### src/rtl/wbslot_pkg.sv
package wbslot_pkg;

    localparam int unsigned WB_DEF_SLOTS = 4;
    localparam int unsigned WB_DEF_AHEAD = 5;
    localparam int unsigned WB_DEF_TAG_W = 8;
    localparam int unsigned WB_DEF_PORTS = 2;

    // what the window does on a clock edge
    typedef enum logic {
        BUF_HOLD  = 1'b0,
        BUF_SHIFT = 1'b1
    } buf_act_e;

    // bits to index n things, never below one
    function automatic int unsigned idx_bits(input int unsigned n);
        return (n <= 2) ? 1 : $clog2(n);
    endfunction

    // bits to hold a count from 0 to n
    function automatic int unsigned cnt_bits(input int unsigned n);
        return $clog2(n + 1);
    endfunction

endpackage

### src/rtl/wbslot_scan.sv
module wbslot_scan
    import wbslot_pkg::*;
#(
    parameter int unsigned W  = WB_DEF_SLOTS,
    parameter int unsigned D  = WB_DEF_AHEAD,
    parameter int unsigned TW = WB_DEF_TAG_W,
    parameter int unsigned P  = WB_DEF_PORTS
) (
    input  logic                                    clk,
    input  logic                                    rst,
    input  logic [D*W-1:0]                          occ,
    input  logic [P-1:0]                            req,
    input  logic [P-1:0][TW-1:0]                    req_tag,
    output logic [P-1:0]                            gnt,
    output logic [P-1:0][wbslot_pkg::idx_bits(D)-1:0] gnt_cyc,
    output logic [P-1:0][wbslot_pkg::idx_bits(W)-1:0] gnt_slot,
    output logic [P-1:0]                            miss,
    output logic [D*W-1:0]                          wr_en,
    output logic [D*W-1:0][TW-1:0]                  wr_tag
);
    localparam int unsigned SLOTS  = D * W;
    localparam int unsigned CYC_W  = idx_bits(D);
    localparam int unsigned SLOT_W = idx_bits(W);

    logic [SLOTS-1:0] taken;
    logic             found;
    int unsigned      hit;
    int unsigned      pos;

    // Linear search; the start position begins at zero every clock and
    // resumes just past the previous port's grant.
    always_comb begin
        taken    = occ;
        wr_en    = '0;
        wr_tag   = '0;
        gnt      = '0;
        gnt_cyc  = '0;
        gnt_slot = '0;
        miss     = '0;
        pos      = 0;
        found    = 1'b0;
        hit      = 0;
        for (int i = 0; i < int'(P); i++) begin
            if (req[i]) begin
                found = 1'b0;
                hit   = 0;
                for (int unsigned p = 0; p < SLOTS; p++) begin
                    if (!found && p >= pos && !taken[p]) begin
                        found = 1'b1;
                        hit   = p;
                    end
                end
                if (found) begin
                    taken[hit]  = 1'b1;
                    wr_en[hit]  = 1'b1;
                    wr_tag[hit] = req_tag[i];
                    gnt[i]      = 1'b1;
                    gnt_cyc[i]  = CYC_W'(hit / W);
                    gnt_slot[i] = SLOT_W'(hit % W);
                    pos         = hit + 1;
                end else begin
                    miss[i] = 1'b1;
                end
            end
        end
    end

    genvar gi, gj;
    generate
        for (gi = 0; gi < P; gi++) begin : g_bound

            grant_in_window_chk: assert property (@(posedge clk) disable iff (rst)
                gnt[gi] |-> (int'(gnt_cyc[gi]) < int'(D) && int'(gnt_slot[gi]) < int'(W)));

            grant_needs_req_chk: assert property (@(posedge clk) disable iff (rst)
                gnt[gi] |-> req[gi]);
            for (gj = gi + 1; gj < P; gj++) begin : g_pair

                port_order_chk: assert property (@(posedge clk) disable iff (rst)
                    (gnt[gi] && gnt[gj]) |->
                    (int'(gnt_cyc[gi]) * int'(W) + int'(gnt_slot[gi]) <
                     int'(gnt_cyc[gj]) * int'(W) + int'(gnt_slot[gj])));
            end
        end
    endgenerate

endmodule

### src/rtl/wbslot_store.sv
module wbslot_store
    import wbslot_pkg::*;
#(
    parameter int unsigned W  = WB_DEF_SLOTS,
    parameter int unsigned D  = WB_DEF_AHEAD,
    parameter int unsigned TW = WB_DEF_TAG_W
) (
    input  logic                                    clk,
    input  logic                                    rst,
    input  buf_act_e                                act,
    input  logic [D*W-1:0]                          wr_en,
    input  logic [D*W-1:0][TW-1:0]                  wr_tag,
    output logic [D*W-1:0]                          occ,
    output logic [W-1:0]                            head_valid,
    output logic [W-1:0][TW-1:0]                    head_tag,
    output logic [wbslot_pkg::cnt_bits(W)-1:0]      head_count
);
    localparam int unsigned SLOTS = D * W;
    localparam int unsigned CNT_W = cnt_bits(W);

    logic [SLOTS-1:0]           vld_q, mrg_v, sh_v;
    logic [SLOTS-1:0][TW-1:0]   tag_q, mrg_t, sh_t;
    logic [D-1:0][CNT_W-1:0]    cnt_q, mrg_c, sh_c;

    assign occ = vld_q;

    // merge this clock's writes into the stored window
    always_comb begin
        mrg_v = vld_q | wr_en;
        for (int p = 0; p < int'(SLOTS); p++) begin
            mrg_t[p] = wr_en[p] ? wr_tag[p] : tag_q[p];
        end
    end

    genvar c;
    generate
        for (c = 0; c < D; c++) begin : g_cyc
            assign mrg_c[c] = cnt_q[c] + CNT_W'($countones(wr_en[c*W +: W]));
            if (c < D - 1) begin : g_mid
                assign sh_v[c*W +: W] = mrg_v[(c+1)*W +: W];
                assign sh_t[c*W +: W] = mrg_t[(c+1)*W +: W];
                assign sh_c[c]        = mrg_c[c+1];
            end else begin : g_top
                assign sh_v[c*W +: W] = '0;
                assign sh_t[c*W +: W] = '0;
                assign sh_c[c]        = '0;
            end

            cycle_count_chk: assert property (@(posedge clk) disable iff (rst)
                cnt_q[c] == CNT_W'($countones(vld_q[c*W +: W])));
        end
    endgenerate

    always_ff @(posedge clk) begin
        if (rst) begin
            vld_q      <= '0;
            tag_q      <= '0;
            cnt_q      <= '0;
            head_valid <= '0;
            head_tag   <= '0;
            head_count <= '0;
        end else if (act == BUF_SHIFT) begin
            vld_q      <= sh_v;
            tag_q      <= sh_t;
            cnt_q      <= sh_c;
            head_valid <= mrg_v[0 +: W];
            head_tag   <= mrg_t[0 +: W];
            head_count <= mrg_c[0];
        end else begin
            vld_q      <= mrg_v;
            tag_q      <= mrg_t;
            cnt_q      <= mrg_c;
            head_valid <= '0;
            head_tag   <= '0;
            head_count <= '0;
        end
    end


    head_count_chk: assert property (@(posedge clk) disable iff (rst)
        head_count == CNT_W'($countones(head_valid)));


    hold_no_delivery_chk: assert property (@(posedge clk) disable iff (rst)
        act == BUF_HOLD |=> (head_valid == '0 && head_count == '0));


    head_cycle_moves_chk: assert property (@(posedge clk) disable iff (rst)
        (act == BUF_SHIFT && vld_q[0 +: W] != '0) |=> head_valid != '0);

endmodule

### src/rtl/wbslot_alloc.sv
module wbslot_alloc
    import wbslot_pkg::*;
#(
    parameter int unsigned SLOTS_PER_CYC = WB_DEF_SLOTS,
    parameter int unsigned LOOKAHEAD     = WB_DEF_AHEAD,
    parameter int unsigned TAG_W         = WB_DEF_TAG_W,
    parameter int unsigned PORTS         = WB_DEF_PORTS
) (
    input  logic                                                clk,
    input  logic                                                rst,
    input  logic [PORTS-1:0]                                    req,
    input  logic [PORTS-1:0][TAG_W-1:0]                         req_tag,
    input  logic                                                hold,
    output logic [PORTS-1:0]                                    gnt,
    output logic [PORTS-1:0][wbslot_pkg::idx_bits(LOOKAHEAD)-1:0] gnt_cyc,
    output logic [PORTS-1:0][wbslot_pkg::idx_bits(SLOTS_PER_CYC)-1:0] gnt_slot,
    output logic                                                overflow,
    output logic [SLOTS_PER_CYC-1:0]                            head_valid,
    output logic [SLOTS_PER_CYC-1:0][TAG_W-1:0]                 head_tag,
    output logic [wbslot_pkg::cnt_bits(SLOTS_PER_CYC)-1:0]      head_count
);
    localparam int unsigned SLOTS = SLOTS_PER_CYC * LOOKAHEAD;

    logic [SLOTS-1:0]              occ;
    logic [SLOTS-1:0]              wr_en;
    logic [SLOTS-1:0][TAG_W-1:0]   wr_tag;
    logic [PORTS-1:0]              miss;
    logic                          ovf_q;
    buf_act_e                      act;

    assign act      = hold ? BUF_HOLD : BUF_SHIFT;
    assign overflow = ovf_q;

    wbslot_scan #(
        .W (SLOTS_PER_CYC), .D (LOOKAHEAD), .TW (TAG_W), .P (PORTS)
    ) u_scan (
        .clk      (clk),
        .rst      (rst),
        .occ      (occ),
        .req      (req),
        .req_tag  (req_tag),
        .gnt      (gnt),
        .gnt_cyc  (gnt_cyc),
        .gnt_slot (gnt_slot),
        .miss     (miss),
        .wr_en    (wr_en),
        .wr_tag   (wr_tag)
    );

    wbslot_store #(
        .W (SLOTS_PER_CYC), .D (LOOKAHEAD), .TW (TAG_W)
    ) u_store (
        .clk        (clk),
        .rst        (rst),
        .act        (act),
        .wr_en      (wr_en),
        .wr_tag     (wr_tag),
        .occ        (occ),
        .head_valid (head_valid),
        .head_tag   (head_tag),
        .head_count (head_count)
    );

    always_ff @(posedge clk) begin
        if (rst) begin
            ovf_q <= 1'b0;
        end else if (miss != '0) begin
            ovf_q <= 1'b1;
        end
    end


    overflow_sticky_chk: assert property (@(posedge clk) disable iff (rst)
        overflow |=> overflow);


    overflow_cause_chk: assert property (@(posedge clk) disable iff (rst)
        $rose(overflow) |-> $past(req & ~gnt) != '0);

endmodule

### config.mk
export PLATFORM = sky130hd
export DESIGN_NAME = wbslot_alloc
export DESIGN_NICKNAME = d
export VERILOG_FILES = /design/src/rtl/wbslot_pkg.sv /design/src/rtl/wbslot_scan.sv /design/src/rtl/wbslot_store.sv /design/src/rtl/wbslot_alloc.sv
export SDC_FILE = /design/constraint.sdc
export NUM_CORES = 1
export LEC_CHECK = 0
export BUFFER_PORTS_ARGS = -buffer_cell sky130_fd_sc_hd__clkbuf_2
export CORE_MARGIN = 1
export CORE_UTILIZATION = 45
export DETAILED_ROUTE_END_ITERATION = 8
export GPL_ROUTABILITY_DRIVEN = 0
export HOLD_SLACK_MARGIN = 0.12
export PLACE_DENSITY_LB_ADDON = 0.1
export SYNTH_ARGS = -nofsm -noshare
export SYNTH_HDL_FRONTEND = slang
export SYNTH_SLANG_ARGS = --single-unit
### constraint.sdc
create_clock -name clk -period 7.1 [get_ports clk]
set_clock_uncertainty 0.05 [all_clocks]
set_input_delay 1.775 -clock clk [delete_from_list [all_inputs] [get_ports clk]]
set_output_delay 1.775 -clock clk [all_outputs]
set_load 0.02 [all_outputs]
==> impl_metrics.tcl, run 1 <==
set metrics [dict create \
    status "finished, final reports clean" \
    fp.dieH_microns 172 \
    portBuffers 72 \
    syn_avg_cell_area_sq_um 8.64 \
    p_leak_nw 5.63 \
    wl_per_cell_microns 27.0 \
    p_seq_frac 0.408 \
    cp.required_ps 5280 \
    first_pass_iters 6 \
    cts_max_path_buffers 3 \
    ys_top_cells_by_area "dfxtp_1 36%, a221oi_1 5.1%, nor2_1 4.4%, mux2i_1 4.3%, o22ai_1 3.4%" \
    slew_viol_final 0 \
    clk_latency_ps 540 \
    cts_max_level 1 \
    slew_headroom 0.191 \
    cts_made_buffers 27 \
    start_util 0.462 \
    synth_cells 1501 \
    layout.nets 1577 \
    critPathCaptureType "primary output" \
    final_util 0.529 \
    core_area_sq_um 28100 \
    num_antenna_cells 0 \
    drc 0 \
    clkPwrFrac 0.455 \
    syn_nets 1548 \
    synth-async-reset-ratio 0 \
    hpwl_microns 35300 \
    cts_tree "done" \
    vias_per_cell 6.96 \
    post_layout_nonfiller_instances 1928 \
    synth.distinct_cells 98 \
    powerDensity_nw_per_um2 227 \
    drt_wl_total_microns 52000 \
    fin_crit_ps 6920 \
    final_common_cell "dfxtp_1" \
    critPathArrivalTime_ps 5090 \
    clock-sinks 235 \
    synth-edff-count 0 \
    comb_power_share 0.138 \
    grt_use_total 0.351 \
    hold_violations 0 \
    clkTransAtPathRegs_ps 60 \
    ir_worst_vdd_v 0.000164 \
    internal_power_mw 2.45 \
    p_sw_mw 0.928 \
    worst-setup-path-type "reg2out" \
    dieArea_sq_um 29500 \
    ys.flop_type "dfxtp_1" \
    hold_path_class "reg2reg" \
    grt_pass1_wl_microns 77800 \
    switching_share 0.275 \
    min_period_over_period 0.975 \
    synth_seq_cells 235 \
    gr-total-overflow 0 \
    synth_top_area_frac 0.363 \
    die_x_microns 172 \
    cp_max_fo 9 \
    tightestPinTransition_ps 1210 \
    grt_start_max_net_pins 72 \
    dp.cells 1877 \
    dr_total_vias 13428 \
    mostFrequentLayoutCells "230 x dfxtp_1, 149 x nor2_1, 77 x nand2_1, 75 x a221oi_1, 74 x buf_4" \
    grt_pass1_vias 12335 \
    setup_violations 0 \
    root_buffer "clkbuf_16" \
    fp-row-count 61 \
    drive_above_1_share 0.185 \
    drt_iter0_drc 1824 \
    postRouteAntennaNets 0 \
    synth_top_area_cell "dfxtp_1" \
    syn_area_sq_um 13000 \
    worstSetupStartpointType "flip-flop" \
    ys.warnings.count 0 \
    seq_area_frac_synth 0.363 \
    maxCapViolCount 0 \
    antenna_found_initial 0 \
    pin_count 73 \
    syn_to_final_growth_pct 14.6 \
    timing.fmax_ghz 0.145 \
]
cells by family (layout without fill, tap and decap cells):
family / Yosys count / count (layout) / synth area share
AOI/OAI and AO/OA: 500 / 500 / 0.292
muxes: 77 / 77 / 0.0615
adders and majority gates: 26 / 26 / 0.0309
and+or+nand+nor: 475 / 475 / 0.189
buffers and inverters: 175 / 224 / 0.0554
DFF: 235 / 235 / 0.363
xor gates and xnor gates: 13 / 13 / 0.00878
per-layer routing:
layer / share of wire / global-route usage
met5: 0 / 0
met2: 0.43 / 0.533
met3: 0.11 / 0.0651
met4: 0.057 / 0.170
met1: 0.40 / 0.477
Yosys cell counts, types with 9 or more instances:
cell type / n
a311o_1: 9
ha_1: 16
nand2b_1: 12
nand4_1: 10
mux2i_1: 56
mux2_2: 21
o21ai_0: 54
dfxtp_1: 235
nor2_1: 151
clkbuf_1: 105
o21bai_1: 9
o22ai_1: 71
nor4_1: 11
a21oi_1: 65
a31oi_1: 18
nand3_1: 49
and3_1: 28
a211oi_1: 25
nand2_1: 77
fa_1: 10
or3_1: 42
inv_1: 23
buf_2: 28
nor3_1: 26
a221oi_1: 75
and2_1: 25
o221ai_1: 40
o211ai_1: 12
final cells by class:
class                      instances  area, sq um
clock buffer                      36          749
fill                            2719        13200
sequential                       235         4710
inverter                          29          114
multi-input combinational       1091         7680
timing repair buffer             146          916
clock inverter                    13          224
tap                              378          473
state kept, by name (all words and copies together), names as in the netlist:
name / cells
overflow: 1
u_store.cnt_q: 15
u_store.head_count: 3
u_store.head_tag: 32
u_store.head_valid: 4
u_store.occ: 20
u_store.tag_q: 160
path summary, 6_finish.rpt:
path / from / endpoint / slack (ps) / cells past startpoint
setup / recovery: u_store.occ[10]$_SDFF_PP0_ / gnt_cyc[5] / 180 / 18
hold / removal: u_store.tag_q[33]$_SDFF_PP0_ / u_store.tag_q[33]$_SDFF_PP0_ / 440 / 2
setup reg to reg: u_store.occ[10]$_SDFF_PP0_ / u_store.cnt_q[11]$_SDFF_PP0_ / 620 / 24
hold reg to reg: u_store.tag_q[33]$_SDFF_PP0_ / u_store.tag_q[33]$_SDFF_PP0_ / 440 / 2
through the flow:
| step | worst slack, ps | setup TNS [ps] | hold slack, ps | instance area, sq um | total power, mW |
|---|---|---|---|---|---|
| after floorplan | 374 | 0 | 390 | 13000 | 1.69 |
| after global placement | 234 | 0 | 411 | 13800 | 1.85 |
| after detailed placement | 211 | 0 | 422 | 13800 | 1.85 |
| after CTS | -22.3 | -22.3 | 430 | 14800 | 3.37 |
| after global routing | -6.64 | -6.64 | 448 | 14900 | 3.47 |
| final | 181 | 0 | 438 | 14900 | 3.38 |
power groups by stage:
stage | sequential (mW) | clock [mW] | combinational, mW
global placement | 1.40 | 0 | 0.445
global route | 1.38 | 1.60 | 0.493
finish | 1.38 | 1.54 | 0.465
detailed placement | 1.40 | 0 | 0.444
CTS | 1.38 | 1.55 | 0.446
floorplan | 1.41 | 0 | 0.276
worst max-delay path: stages (launching register included):
cell,delay [ps]
dfxtp_2,400
nand4_4,210
nor4_4,340
a21boi_1,130
nand2_1,170
nor2_4,70
inv_4,140
ha_4,200
inv_1,100
nor2_1,200
a221oi_4,140
a21o_1,210
and2_1,150
or2_2,310
or4_1,570
or2_4,300
or3_4,430
nor3_2,240
clkbuf_2,230
what timing repair did:
action                                  in CTS  in global routing
resized for setup                            4                 22
endpoints found under the setup margin       3                 12
endpoints found under the hold margin        0                  0
buffers inserted                             1                  1
gates cloned                                 0                  0
hold buffers                                 0                  0
pin swaps                                    1                  2
(Power assumes the default switching activity.)
==> inputs of run 2 (changes only) <==
--- a/config.mk
+++ b/config.mk
@@ -5,7 +5,7 @@
 export SDC_FILE = /design/constraint.sdc
 export NUM_CORES = 1
 export LEC_CHECK = 0
-export BUFFER_PORTS_ARGS = -buffer_cell sky130_fd_sc_hd__clkbuf_2
+export BUFFER_PORTS_ARGS = -buffer_cell sky130_fd_sc_hd__buf_2
 export CORE_MARGIN = 1
 export CORE_UTILIZATION = 45
 export DETAILED_ROUTE_END_ITERATION = 8
==> run 2 against run 1 <==
Net effect: utilization shrank 0.14 points; register-to-register slack got worse by 160 ps; critical endpoint unchanged; largest power group unchanged; via count decreased by 0.74%; power down 3.9%.
==> impl_metrics.tcl, run 2 (synthesized netlist as in run 1, its figures left out) <==
set metrics [dict create \
    status "finished, final reports clean" \
    postRouteAntennaNets 0 \
    cp_max_fo 8 \
    gr-total-overflow 0 \
    die_x_microns 172 \
    clk_latency_ps 560 \
    setup_violations 0 \
    maxCapViolCount 0 \
    largest_register_ffs 160 \
    antenna_found_initial 2 \
    grt_use_total 0.354 \
    start_util 0.462 \
    worstSetupStartpointType "flip-flop" \
    cts_max_level 1 \
    met1_length_microns 21100 \
    top_register "u_store.tag_q" \
    mostFrequentLayoutCells "228 x dfxtp_1, 147 x nor2_1, 81 x buf_4, 76 x nand2_1, 75 x a221oi_1" \
    final_util 0.528 \
    cp.required_ps 5280 \
    critPathArrivalTime_ps 5180 \
    p_sw_mw 0.943 \
    first_pass_iters 6 \
    dieArea_sq_um 29500 \
    met2_length_microns 22400 \
    drive_above_1_share 0.189 \
    syn_to_final_growth_pct 14.3 \
    portBuffers 72 \
    core_area_sq_um 28100 \
    critPathCaptureType "primary output" \
    comb_power_share 0.144 \
    dr_total_vias 13329 \
    vias_per_cell 6.90 \
    num_antenna_cells 0 \
    powerDensity_nw_per_um2 219 \
    min_period_over_period 0.987 \
    pin_count 73 \
    timing.fmax_ghz 0.143 \
    hold_path_class "reg2reg" \
    slew_viol_final 0 \
    ctsHoldBuffers 0 \
    grt_start_max_net_pins 88 \
    fp.dieH_microns 172 \
    cts_tree "done" \
    hpwl_microns 35200 \
    internal_power_mw 2.30 \
    cts_made_buffers 27 \
    final_common_cell "dfxtp_1" \
    tightestPinTransition_ps 1230 \
    wl_per_cell_microns 27.0 \
    layout.nets 1583 \
    hold_violations 0 \
    wl_met3_microns 5880 \
    ir_worst_vdd_v 0.000181 \
    slew_headroom 0.180 \
    cts_max_path_buffers 3 \
    drt_iter0_drc 1756 \
    drc 0 \
    root_buffer "clkbuf_16" \
    grt_pass1_wl_microns 78500 \
    p_seq_frac 0.425 \
    fin_tns_setup_ps 0 \
    r2r_slack_ps 460 \
    worst-setup-path-type "reg2out" \
    clkPwrFrac 0.432 \
    clock-sinks 235 \
    grt_pass1_vias 12398 \
    p_leak_nw 5.67 \
    top_layer_used "met5" \
    clkTransAtPathRegs_ps 60 \
    fp-row-count 61 \
    switching_share 0.291 \
    fin_crit_ps 7010 \
    drt_wl_total_microns 52200 \
]
-- run 2: per-layer routing --
layer | GRT usage | vias up
met5 | 0 | -
li1 | - | 5861
met2 | 0.534 | 897
met4 | 0.180 | 4
met1 | 0.474 | 6391
met3 | 0.0752 | 176
-- run 2: worst max-delay path: stages (launching register included) --
cell and delay [ps]:
dfxtp_1 350, buf_4 180, nor2b_1 130, o221ai_2 270
a21boi_4 270, nand2_2 100, nor2_4 170, inv_2 110
ha_1 230, buf_4 170, nor2_2 170, a221oi_4 120
a21o_1 210, and2_1 160, or2_2 320, or4_1 560
or2_4 300, or3_4 440, nor3_4 180, buf_4 180
-- run 2: layout make-up --
| cell class | count | area [sq um] |
|---|---|---|
| clock buffer | 38 | 787 |
| clock inverter | 10 | 98.8 |
| fill | 2705 | 13300 |
| inverter | 29 | 111 |
| multi-input combinational | 1091 | 7680 |
| sequential | 235 | 4720 |
| tap | 378 | 473 |
| timing repair buffer | 152 | 963 |
-- run 2: power by group through the flow --
stage          Sequential [mW]  Combinational [mW]  Clock, mW
5_1_grt                   1.38               0.492       1.47
3_5_place_dp              1.41               0.443          0
3_3_place_gp              1.40               0.442          0
4_1_cts                   1.38               0.444       1.41
6_report                  1.38               0.466       1.40
2_1_floorplan             1.41               0.276          0
-- run 2: stage by stage --
step / std cells / instance area (sq um) / setup slack (ps) / hold slack, ps / total power [mW]
2_1_floorplan: 1501 / 13000 / 374 / 390 / 1.69
3_3_place_gp: 1879 / 13800 / 190 / 409 / 1.85
3_5_place_dp: 1879 / 13800 / 149 / 419 / 1.85
4_1_cts: 1927 / 14700 / -68.6 / 429 / 3.23
5_1_grt: 1933 / 14800 / -40.9 / 458 / 3.34
6_report: 1933 / 14800 / 93.7 / 432 / 3.24
-- run 2: path summary, 6_finish.rpt --
kind                                 from  cells past startpoint                         endpoint
max reg2reg     u_store.occ[4]$_SDFF_PP0_                     27      u_store.cnt_q[2]$_SDFF_PP0_
max             u_store.occ[4]$_SDFF_PP0_                     19                       gnt_cyc[5]
min reg2reg  u_store.tag_q[11]$_SDFF_PP0_                      2  u_store.head_tag[11]$_SDFF_PP0_
min          u_store.tag_q[11]$_SDFF_PP0_                      2  u_store.head_tag[11]$_SDFF_PP0_
-- run 2: timing repair --
item	in CTS	in global routing
pin swaps	0	6
cloned	0	0
gates resized for setup	4	26
buffers inserted	0	6
setup endpoints to repair	3	14
==> inputs of run 3 (changes only) <==
--- a/config.mk
+++ b/config.mk
@@ -6,6 +6,7 @@
 export NUM_CORES = 1
 export LEC_CHECK = 0
 export BUFFER_PORTS_ARGS = -buffer_cell sky130_fd_sc_hd__buf_2
+export CAP_MARGIN = 20
 export CORE_MARGIN = 1
 export CORE_UTILIZATION = 45
 export DETAILED_ROUTE_END_ITERATION = 8
@@ -14,4 +15,5 @@
 export PLACE_DENSITY_LB_ADDON = 0.1
 export SYNTH_ARGS = -nofsm -noshare
 export SYNTH_HDL_FRONTEND = slang
+export SYNTH_HIERARCHICAL = 1
 export SYNTH_SLANG_ARGS = --single-unit
==> run 3 against run 2 <==
Net effect: combinational power increased by 4%; non-clock buffer count increased by 4; setup slack improved by 130 ps; critical path type unchanged; largest power group unchanged; via count decreased by 8.4%.
==> impl_metrics.tcl, run 3 <==
set metrics [dict create \
    status "finished, final reports clean" \
    top_register "u_store/tag_q" \
    synth_top_family_by_area "compound AO/OA/AOI/OAI gates" \
    muxShareOfSynthArea 0.115 \
    cts_tree "done" \
    synth-edff-count 0 \
    gr-total-overflow 0 \
    synth_cells 1516 \
    min_from "overflow$_SDFFE_PP0P_" \
    critPathArrivalTime_ps 5050 \
    largest_register_ffs 160 \
    drt_wl_total_microns 48000 \
    syn_nets 1560 \
    r2r_slack_ps 410 \
    fp.dieH_microns 178 \
    timing.fmax_ghz 0.145 \
    wl_per_cell_microns 24.6 \
    cts_made_buffers 27 \
    synth-async-reset-ratio 0 \
    clkTransAtPathRegs_ps 60 \
    grt_use_total 0.301 \
    postRouteAntennaNets 0 \
    slew_headroom 0.468 \
    mostFrequentLayoutCells "230 x dfxtp_1, 160 x mux2i_1, 130 x nor2_1, 123 x and2_1" \
    syn_avg_cell_area_sq_um 9.21 \
    pin_count 73 \
    p_leak_nw 5.66 \
    setup_violations 0 \
    synth-compound-area-share 0.260 \
    final_common_cell "dfxtp_1" \
    powerDensity_nw_per_um2 219 \
    synth_top_area_frac 0.337 \
    timing.rr.start "u_store/occ[11]$_SDFF_PP0_" \
    ys.warnings.count 6 \
    synth_seq_cells 235 \
    dieArea_sq_um 31700 \
    ys_top_cells_by_area "dfxtp_1 34%, mux2i_1 11%, a211oi_2 6.4%, and2_1 5.5%, a211oi_1 4.8%" \
    cts_max_level 1 \
    worst-setup-path-type "reg2out" \
    drc 0 \
    seq_area_frac_synth 0.337 \
    hold_violations 0 \
    rr_endpoint "u_store/cnt_q[11]$_SDFF_PP0_" \
    grt_pass1_wl_microns 72500 \
    synth-xor-area-share 0.00484 \
    drive_above_1_share 0.208 \
    tightestPinTransition_ps 793 \
    die_x_microns 178 \
    slew_viol_final 0 \
    fin_crit_ps 6880 \
    dpl_cell_area_sq_um 14600 \
    root_buffer "clkbuf_16" \
    reg2regPathDepth 25 \
    startpoint "u_store/occ[11]$_SDFF_PP0_" \
    worstSetupStartpointType "flip-flop" \
    vias_per_cell 6.25 \
    start_util 0.456 \
    post_layout_nonfiller_instances 1954 \
    antenna_found_initial 0 \
    synth.most_common_cell "dfxtp_1" \
    dp.cells 1897 \
    ctsHoldBuffers 0 \
    hpwl_microns 31200 \
    layout.nets 1582 \
    synth.distinct_cells 82 \
    holdPathStages 2 \
    cp.required_ps 5280 \
    num-fill-cells 2944 \
    stdcell_area_sq_um 15700 \
    cp_max_fo 12 \
    grt_start_max_net_pins 121 \
    min_period_over_period 0.969 \
    synth_fa_ha_area_frac 0.0276 \
    cts_max_path_buffers 3 \
    ys_top_cells_by_count "235 x dfxtp_1, 160 x mux2i_1, 131 x nor2_1" \
    hold_path_class "reg2reg" \
    fp-row-count 64 \
    maxCapViolCount 0 \
    first_pass_iters 5 \
    grt_pass1_vias 11450 \
    syn_to_final_growth_pct 12.3 \
    pre_cts_slack_ps -18.1 \
    fin_tns_setup_ps 0 \
    dr_total_vias 12208 \
    clk_latency_ps 540 \
    critPathCaptureType "primary output" \
    synth_top_area_cell "dfxtp_1" \
    min_to "overflow$_SDFFE_PP0P_" \
    syn_area_sq_um 14000 \
    drt_iter0_drc 1256 \
    core_area_sq_um 30600 \
    fin_ws_ps 223 \
    portBuffers 72 \
    ys.flop_type "dfxtp_1" \
    clock-sinks 235 \
    ir_worst_vdd_v 0.000202 \
    yosys.area_share.simple 0.186 \
]
==> run 3: layout make-up <==
cell class | count | area (sq um) | share of cell area
well taps | 396 | 495 | 0.0316
repair buffers | 156 | 1020 | 0.0652
multi-input cells | 1088 | 8350 | 0.532
clock buffers | 40 | 774 | 0.0494
inverters | 30 | 120 | 0.00766
clock inverters | 8 | 209 | 0.0133
diodes | 1 | 2.50 | 0.000160
flip-flops and latches | 235 | 4710 | 0.300
==> run 3: cell families after synthesis <==
kind of cell | count (synthesis)
multiplexers | 160
AO/OA/AOI/OAI | 417
XOR/XNOR | 6
flip-flops | 235
buffers and inverters | 193
adder cells (fa/ha/maj) | 23
AND/OR/NAND/NOR | 482
==> run 3: repair_timing <==
action                     4_1_cts  5_1_grt
buffers inserted                 6        2
pin swaps                        3        2
setup endpoints to repair        7       14
resized for setup                3       13
==> run 3: worst max path at each step <==
stage | endpoint | depth (start not counted) | slack, ps
after floorplan | u_store/cnt_q[11]$_SDFF_PP0_ | 25 | 730
after global placement | u_store/cnt_q[11]$_SDFF_PP0_ | 19 | 250
after detailed placement | u_store/cnt_q[11]$_SDFF_PP0_ | 24 | -20
after CTS | gnt_slot[2] | 18 | 30
after global routing | gnt_slot[2] | 19 | -4
final | gnt_slot[2] | 19 | 220
==> run 3: layer usage <==
metal	up-vias	global-route usage	routed length, microns
met4	0	0.0776	1260
met3	93	0.0328	3260
met1	5995	0.434	22100
li1	5601	-	-
met5	-	0	0
met2	519	0.475	21400
==> run 3: critical path: stages (launching register included) <==
cell,delay [ps]
dfxtp_1,420
nand4_1,110
buf_4,180
nor4_4,420
a22oi_2,130
nand3_1,160
inv_1,90
ha_1,310
nand2b_1,160
a2111oi_2,430
and3_4,290
or4bb_1,420
nand2_1,110
nor3b_4,240
inv_1,160
nor3_2,270
buf_4,220
nor2_1,50
nor2_1,140
buf_2,190
==> run 3: through the flow <==
step           total power [mW]   util  hold WS [ps]
6_report                   3.43  0.513           428
5_1_grt                    3.55  0.513           464
4_1_cts                    3.44  0.511           439
3_5_place_dp               1.90  0.477           425
3_3_place_gp               1.89  0.477           413
2_1_floorplan              1.76      -           396
==> run 3: power breakdown <==
group | internal [mW] | switching, mW
logic | 0.160 | 0.324
clock network | 0.973 | 0.573
registers | 1.38 | 0.0200
total | 2.51 | 0.917
